`src/rtl/board_csr_pkg.sv`:
```
package board_csr_pkg;

  // Register offsets (byte addresses inside the window)
  localparam int unsigned OFS_BUILD = 32'h0000;
  localparam int unsigned OFS_FREQ  = 32'h0004;
  localparam int unsigned OFS_LED   = 32'h0008;
  localparam int unsigned OFS_SW    = 32'h000C;
  localparam int unsigned OFS_KICK  = 32'h0010;

  // One-hot register selects produced by the decoder
  typedef struct packed {
    logic build;
    logic freq;
    logic led;
    logic sw;
    logic kick;
  } csr_sel_t;

endpackage

```
`src/rtl/board_csr_sync.sv`:
```
module board_csr_sync #(
  parameter int W      = 8,
  parameter int STAGES = 2
) (
  input  logic         clk,
  input  logic         rst_n,
  input  logic [W-1:0] async_in,
  output logic [W-1:0] sync_out
);

  logic [W-1:0] stage_q [STAGES];

  generate
    for (genvar s = 0; s < STAGES; s++) begin : g_stage
      if (s == 0) begin : g_first
        always_ff @(posedge clk or negedge rst_n) begin
          if (!rst_n) stage_q[0] <= '0;
          else        stage_q[0] <= async_in;
        end
      end else begin : g_next
        always_ff @(posedge clk or negedge rst_n) begin
          if (!rst_n) stage_q[s] <= '0;
          else        stage_q[s] <= stage_q[s-1];
        end
      end
    end
  endgenerate

  assign sync_out = stage_q[STAGES-1];

endmodule

```
`src/rtl/board_csr_decode.sv`:
```
module board_csr_decode
  import board_csr_pkg::*;
#(
  parameter int ADDR_W = 16
) (
  input  logic [ADDR_W-1:0] addr,
  output csr_sel_t          sel
);

  always_comb begin
    sel       = '0;
    sel.build = (addr == ADDR_W'(OFS_BUILD));
    sel.freq  = (addr == ADDR_W'(OFS_FREQ));
    sel.led   = (addr == ADDR_W'(OFS_LED));
    sel.sw    = (addr == ADDR_W'(OFS_SW));
    sel.kick  = (addr == ADDR_W'(OFS_KICK));
  end

endmodule

```
`src/rtl/board_csr_rdmux.sv`:
```
module board_csr_rdmux
  import board_csr_pkg::*;
#(
  parameter int          DATA_W     = 32,
  parameter int          LED_W      = 8,
  parameter int          SW_W       = 8,
  parameter logic [31:0] BUILD_CODE = 32'h0927_2011,
  parameter logic [31:0] CLK_HZ     = 32'd10_000_000
) (
  input  csr_sel_t          sel,
  input  logic [LED_W-1:0]  led,
  input  logic [SW_W-1:0]   sw,
  output logic [DATA_W-1:0] value
);

  always_comb begin
    value = '0;
    unique case (1'b1)
      sel.build: value = DATA_W'(BUILD_CODE);
      sel.freq:  value = DATA_W'(CLK_HZ);
      sel.led:   value = DATA_W'(led);
      sel.sw:    value = DATA_W'(sw);
      default:   value = '0;
    endcase
  end

endmodule

```
`src/rtl/board_csr.sv`:
```
module board_csr
  import board_csr_pkg::*;
#(
  parameter int          ADDR_W     = 16,
  parameter int          DATA_W     = 32,
  parameter int          LED_W      = 8,
  parameter int          SW_W       = 8,
  parameter int          SYNC_DEPTH = 2,
  parameter logic [31:0] BUILD_CODE = 32'h0927_2011,
  parameter logic [31:0] CLK_HZ     = 32'd10_000_000,
  parameter logic [15:0] RESET_KEY  = 16'hDEAD
) (
  input  logic              clk,
  input  logic              rst_n,
  input  logic [ADDR_W-1:0] bus_addr,
  input  logic              bus_wr,
  input  logic [DATA_W-1:0] bus_wdata,
  input  logic              bus_rd,
  output logic [DATA_W-1:0] bus_rdata,
  input  logic [SW_W-1:0]   sw_in,
  output logic [LED_W-1:0]  led_out,
  output logic              sys_rst_req
);

  localparam logic [DATA_W-1:0] KEY_WORD = DATA_W'(RESET_KEY);

  csr_sel_t          sel;
  logic [SW_W-1:0]   sw_sync;
  logic [DATA_W-1:0] rd_value;

  logic [LED_W-1:0]  led_q, led_d;
  logic              led_en;
  logic [DATA_W-1:0] rdata_q, rdata_d;
  logic              kick_q, kick_d;

  board_csr_decode #(.ADDR_W(ADDR_W)) u_decode (
    .addr (bus_addr),
    .sel  (sel)
  );

  board_csr_sync #(.W(SW_W), .STAGES(SYNC_DEPTH)) u_sync (
    .clk      (clk),
    .rst_n    (rst_n),
    .async_in (sw_in),
    .sync_out (sw_sync)
  );

  board_csr_rdmux #(
    .DATA_W(DATA_W), .LED_W(LED_W), .SW_W(SW_W),
    .BUILD_CODE(BUILD_CODE), .CLK_HZ(CLK_HZ)
  ) u_rdmux (
    .sel   (sel),
    .led   (led_q),
    .sw    (sw_sync),
    .value (rd_value)
  );

  // Next-state logic
  always_comb begin
    led_en  = bus_wr & sel.led;
    led_d   = bus_wdata[LED_W-1:0];
    rdata_d = bus_rd ? rd_value : '0;
    kick_d  = bus_wr & sel.kick & (bus_wdata == KEY_WORD);
  end

  // State registers
  always_ff @(posedge clk or negedge rst_n) begin
    if (!rst_n) begin
      led_q   <= '0;
      rdata_q <= '0;
      kick_q  <= 1'b0;
    end else begin
      if (led_en) led_q <= led_d;
      rdata_q <= rdata_d;
      kick_q  <= kick_d;
    end
  end

  assign led_out     = led_q;
  assign bus_rdata   = rdata_q;
  assign sys_rst_req = kick_q;

  // Assertions
  assert_build_read_R1: assert property (@(posedge clk) disable iff (!rst_n)
    (bus_rd && bus_addr == ADDR_W'(OFS_BUILD)) |=> bus_rdata == DATA_W'(BUILD_CODE));

  assert_freq_read_R2: assert property (@(posedge clk) disable iff (!rst_n)
    (bus_rd && bus_addr == ADDR_W'(OFS_FREQ)) |=> bus_rdata == DATA_W'(CLK_HZ));

  assert_led_write_R3: assert property (@(posedge clk) disable iff (!rst_n)
    (bus_wr && bus_addr == ADDR_W'(OFS_LED)) |=> led_out == $past(bus_wdata[LED_W-1:0]));

  assert_led_hold_R8: assert property (@(posedge clk) disable iff (!rst_n)
    !(bus_wr && bus_addr == ADDR_W'(OFS_LED)) |=> led_out == $past(led_out));

  assert_kick_cause_R6: assert property (@(posedge clk) disable iff (!rst_n)
    sys_rst_req |-> $past(bus_wr && bus_addr == ADDR_W'(OFS_KICK) && bus_wdata == KEY_WORD));

  assert_kick_fire_R5: assert property (@(posedge clk) disable iff (!rst_n)
    (bus_wr && bus_addr == ADDR_W'(OFS_KICK) && bus_wdata == KEY_WORD) |=> sys_rst_req);

  assert_rdata_idle_R9: assert property (@(posedge clk) disable iff (!rst_n)
    !bus_rd |=> bus_rdata == '0);

  assert_decode_unique_R7: assert property (@(posedge clk) disable iff (!rst_n)
    $onehot0(sel));

  assert_unmapped_zero_R7: assert property (@(posedge clk) disable iff (!rst_n)
    (bus_rd && !(sel.build || sel.freq || sel.led || sel.sw)) |=> bus_rdata == '0);

endmodule

```
`config.mk`:
```
export PLATFORM = sky130hd
export DESIGN_NAME = board_csr
export DESIGN_NICKNAME = d
export VERILOG_FILES = /design/src/rtl/board_csr_pkg.sv /design/src/rtl/board_csr_sync.sv /design/src/rtl/board_csr_decode.sv /design/src/rtl/board_csr_rdmux.sv /design/src/rtl/board_csr.sv
export SDC_FILE = /design/constraint.sdc
export NUM_CORES = 1
export LEC_CHECK = 0
export BUFFER_PORTS_ARGS = -buffer_cell sky130_fd_sc_hd__buf_2
export CAP_MARGIN = 20
export CORE_MARGIN = 3
export CORE_UTILIZATION = 45
export CTS_BUF_LIST = sky130_fd_sc_hd__clkbuf_8
export DETAILED_ROUTE_END_ITERATION = 10
export GPL_ROUTABILITY_DRIVEN = 0
export PLACE_DENSITY = 0.94
export SYNTH_ARGS = -nofsm -noshare
export SYNTH_HDL_FRONTEND = slang
export SYNTH_SLANG_ARGS = --single-unit
```
`constraint.sdc`:
```
create_clock -name clk -period 2.3 [get_ports clk]
set_clock_uncertainty 0.05 [all_clocks]
set_input_delay 0.345 -clock clk [delete_from_list [all_inputs] [get_ports clk]]
set_output_delay 0.345 -clock clk [all_outputs]
set_load 0.02 [all_outputs]
```
; Word-level counts from Yosys, hierarchy flattened
; Index checks and enable logic that the tools add are counted.
[classes]
eq_ne = 5
n_mux = 2
n_bitwise = 3
reduce_logical = 1
[op_table]
columns = op, count
row1 = one-hot mux 28 bit (4 select lines), 1
row2 = "== test 16 x 4 -> 1 bit, second input constant", 2
row3 = "== test 32 x 16 -> 1 bit, second input constant", 1
row4 = 2-to-1 mux 32 bit, 1
row5 = "== test 16 x 3 -> 1 bit, second input constant", 1
row6 = "== test 16 x 5 -> 1 bit, second input constant", 1
row7 = zero test 16 bit, 1
row8 = AND 1 bit, 3
[word_totals]
register_bits = 57
input_bits = 60
out_inout_bits = 41
word_cells = 16

; Longest topological paths before layout
[depth]
ltp_word = 3
ltp_mapped = 5
depth_no_buf = 4

; By module
; A second synthesis with hierarchy kept.
[unflattened]
hier_cells = 168
area_unflattened_um2 = 2255.9
[modules_own_cells]
columns = module, n_inst, cells_each, area_each_um2, seq_area_each_um2
row1 = board_csr, 1, 98, 1426.4, 1026.0
row2 = board_csr_sync, 1, 24, 460.4, 400.4
row3 = board_csr_rdmux, 1, 35, 275.3, 0.0
row4 = board_csr_decode, 1, 11, 93.8, 0.0

; Worst setup path after synthesis
; No wires, ideal clock.
[synth_path]
path_kind = in2reg
start = input bus_addr[5]
end = register led_q[0], in the netlist led_out[0]
setup_time_ns = 0.127
arrival_time_ns = 1.820
required_time_ns = 2.123
setup_slack_ns = 0.303
stages = 5
n_path_buf = 1
cell_sequence = or4_4 -> nor4_4 -> and3_1 -> buf_4 -> mux2_1
[synth_between]
elab_chain_cells = 2
[synth_rtl]
columns = element, line_no
row1 = from (decl), board_csr.sv:15  ; input logic [ADDR_W-1:0] bus_addr,
row2 = == test 16 x 4 -> 1 bit, board_csr_decode.sv:14  ; sel.led = (addr == ADDR_W'(OFS_LED));
row3 = AND 1 bit, board_csr.sv:60  ; led_en = bus_wr & sel.led;
row4 = to (signal assigned), board_csr.sv:73  ; if (led_en) led_q <= led_d;
row5 = to (decl), board_csr.sv:31  ; logic [LED_W-1:0] led_q, led_d;
; Every way passes these cells.
; A chain may end at the register's enable or synchronous reset.

; Worst setup path in the final report
[layout_path]
start = input bus_addr[5]
end = register led_q[5], in the netlist led_out[5]
; Same word-level chain as after synthesis.

==> results by group <==
Worst setup path
  – CP bufs+invs: 1
  – CP arrival: between 2 and 2.5 ns
  – Critical Path Start Type: input port
  – R2R cell count: 1
  – Delay-heaviest family, CP: simple AND/OR/NAND/NOR gates
  – Worst setup endpoint: led_out[5]
  – Crit path kind: input port to flip-flop
  – Critical path, cell by cell: buf_2 -> or4_4 -> nor4_4 -> and3_1 -> mux2_1
  – FF-to-FF setup slack: about 1.4 ns
  – Crit path largest cell delay: about 0.56 ns
  – Worst R2R End: led_out[4]
  – Reg2reg start: led_out[4]
  – Worst-path fanout max: 8
  – Stages on worst setup path: 5
  – Element type at the critical path end: flip-flop
  – Crit path required time: roughly 2.4 ns
  – Crit path launch: bus_addr[5]
  – CP max-delay cell: or4_4

CTS
  – Worst-skew pair later-pin latency: around 0.28 ns
  – Setup Fix Bufs, Post-CTS: 0
  – H-tree depth: 2
  – CTS buffer count: 5
  – Worst-path clk slew: 0.07 ns
  – Post-CTS resize count: 0
  – Hold buffer count at CTS: 0
  – Root buffer cell: clkbuf_8
  – CTS tree: done
  – CTS max path bufs: 2
  – Clock sink count: 35

Yosys
  – Largest area contributor in the netlist: dfrtp_1
  – List of most frequent post-synthesis cells: dfrtp_1 (35), buf_4 (23), mux2_1 (8)
  – Mapped Cells: approximately 110
  – Mapped cell area: 1460 um^2
  – Sequential share of the synthesized area: 0.599
  – Yosys Warn Count: 0
  – Post-synth top area share: 0.599
  – Count leader, synth: dfrtp_1
  – Top cells by area, synth: dfrtp_1 (60%), buf_4 (12%), mux2_1 (6.2%), mux2i_1 (3.4%), nor2_1 (1.8%)
  – Post-synth EDFFs: 0
  – Synth cell types: 26
  – Synth Flop Type: dfrtp_1
  – Register bit total from synthesis: 35
  – Async S/R FF share, synth: 1.00
  – Synth Area per Inst: 12.9 um^2

Power
  – Share of power burned in registers: 0.555
  – Clock power frac: 0.357
  – P_sw: between 200 and 300 uW
  – Internal: ~900 uW
  – Switching part of the total: 0.227
  – Final Total Pwr: ~1.1 mW
  – Gate power share: 0.088
  – Pwr Density: 598 nW/um^2
  – Max IR drop VDD: approximately 440 uV
  – Leak: between 1 and 1.5 nW

Timing
  – Unrepaired setup endpoints after global routing: false
  – Min cycle time layout: around 2.0 ns
  – Max-slew headroom: 0.528
  – Hold WS: around 0.061 ns
  – Endpoints failing setup: 0
  – Max-slew violation count: 0
  – Final hold vios: 0
  – Fin crit share: 0.871
  – Max frequency: between 0.4 and 0.5 GHz
  – Final setup TNS: 0 ns
  – Slew @ Worst Pin: 0.708 ns

Layout
  – Post-Layout Cell Count: 240
  – Number of diodes: 0
  – Register Area: around 900 um^2
  – Layout cell share with drive strength beyond 1: 0.526
  – # nets final: around 260
  – Area Growth Syn to Fin: 30.5%
  – Multi-input combinational cell area: ~440 um^2
  – Fillers: 244

Placement
  – DP HPWL: around 2500 um
  – I/O Buffers: 90
  – Cell Count Post-Placement: approximately 230

GRT
  – Initial antenna violation count: 0
  – Largest net degree at the start of global routing: 36
  – Vias in the first global route: around 1.1k
  – Grt total ovfl: 0
  – Total Routing Usage GR: 0.152
  – First-pass GRT wire length: roughly 4700 um

Routing
  – First drt pass iteration count: 4
  – DRC: 0
  – Routed WL per cell: 12.5 um
  – DR iter-0 viols: 5
  – Vias/cell: 4.58
  – Via count: around 1.1k
  – Routed WL: roughly 3000 um
  – Number of routed nets with antenna violations: 0

Floorplanning
  – Die Footprint: approximately 4000 um^2
  – Chip Height: between 60 and 70 um
  – Die X: roughly 63 um
  – Row cnt: 20
  – Core area: slightly above 3000 um^2
  – Starting Density: 0.475
  – Ports: between 100 and 150

Run status
  – Status: complete, no violations

Job
  – Max Cap Viol: 0

Worst hold path
  – Min-delay worst type: input port to async pin
[worst min path at each step]
| stage | endpoint | from | cells past startpoint |
|---|---|---|---|
| final | led_out[0] | rst_n | 1 |
| after global routing | u_sync.stage_q[11] | sw_in[3] | 1 |
| after CTS | u_sync.sync_out[4] | rst_n | 1 |
| after detailed placement | u_sync.sync_out[0] | u_sync.stage_q[8] | 0 |
| after global placement | u_sync.sync_out[1] | u_sync.stage_q[9] | 0 |
| after floorplan | bus_rdata[0] | rst_n | 0 |
[through the flow]
| step | cell area [um^2] | utilization | setup slack (ns) |
|---|---|---|---|
| 4_1_cts | 1910 | 0.620 | 0.303 |
| 3_3_place_gp | 1830 | 0.593 | 0.0429 |
| 5_1_grt | 1910 | 0.620 | 0.208 |
| 2_1_floorplan | 1500 | - | 0.303 |
| 3_5_place_dp | 1830 | 0.593 | 0.00341 |
| 6_report | 1910 | 0.620 | 0.297 |
[power groups by stage]
stage | Sequential, mW | Combinational (mW) | Clock [mW]
after detailed placement | 0.645 | 0.100 | 0
final | 0.634 | 0.100 | 0.408
after global placement | 0.645 | 0.0980 | 0
after CTS | 0.634 | 0.101 | 0.417
after global routing | 0.634 | 0.113 | 0.441
after floorplan | 0.644 | 0.0480 | 0
[cell type report]
cell class / count / area share
clock buffers: 5 / 0.0360
clock inverters: 3 / 0.00786
inverters: 1 / 0.00197
multi-input cells: 62 / 0.231
flip-flops and latches: 35 / 0.459
well taps: 44 / 0.0288
repair buffers: 90 / 0.236
[flip-flops by register name, summed over array words and instances, names as in the netlist]
| name | count |
|---|---|
| sys_rst_req | 1 |
| bus_rdata | 10 |
| led_out | 8 |
| u_sync.stage_q | 8 |
| u_sync.sync_out | 8 |
[cells by family (layout without fill, tap and decap cells)]
family | Yosys count | after routing | synth area share
AO/OA/AOI/OAI | 6 | 6 | 0.0239
buffers and inverters | 25 | 99 | 0.123
flip-flops | 35 | 35 | 0.599
multiplexers | 13 | 13 | 0.0958
other | 1 | 10 | 0.00256
AND/OR/NAND/NOR | 33 | 33 | 0.156
[metal layers]
layer / track usage / wire [um] / vias up
met5: 0 / 0 / -
met3: 0.0683 / 310 / 7
met2: 0.249 / 1490 / 56
met1: 0.171 / 1140 / 506
li1: - / - / 530
met4: 0.0606 / 59 / 0
[placed cells by master, fill, tap and decap left out, types with 3 or more instances in the layout]
master	instances
mux2i_1	5
nor4_1	4
buf_2	90
conb_1	10
a21oi_1	3
clkbuf_8	5
nand3_1	3
dfrtp_1	35
mux2_1	8
nor2_1	7
clkinv_2	3
Power figures use the tool's default switching activity.
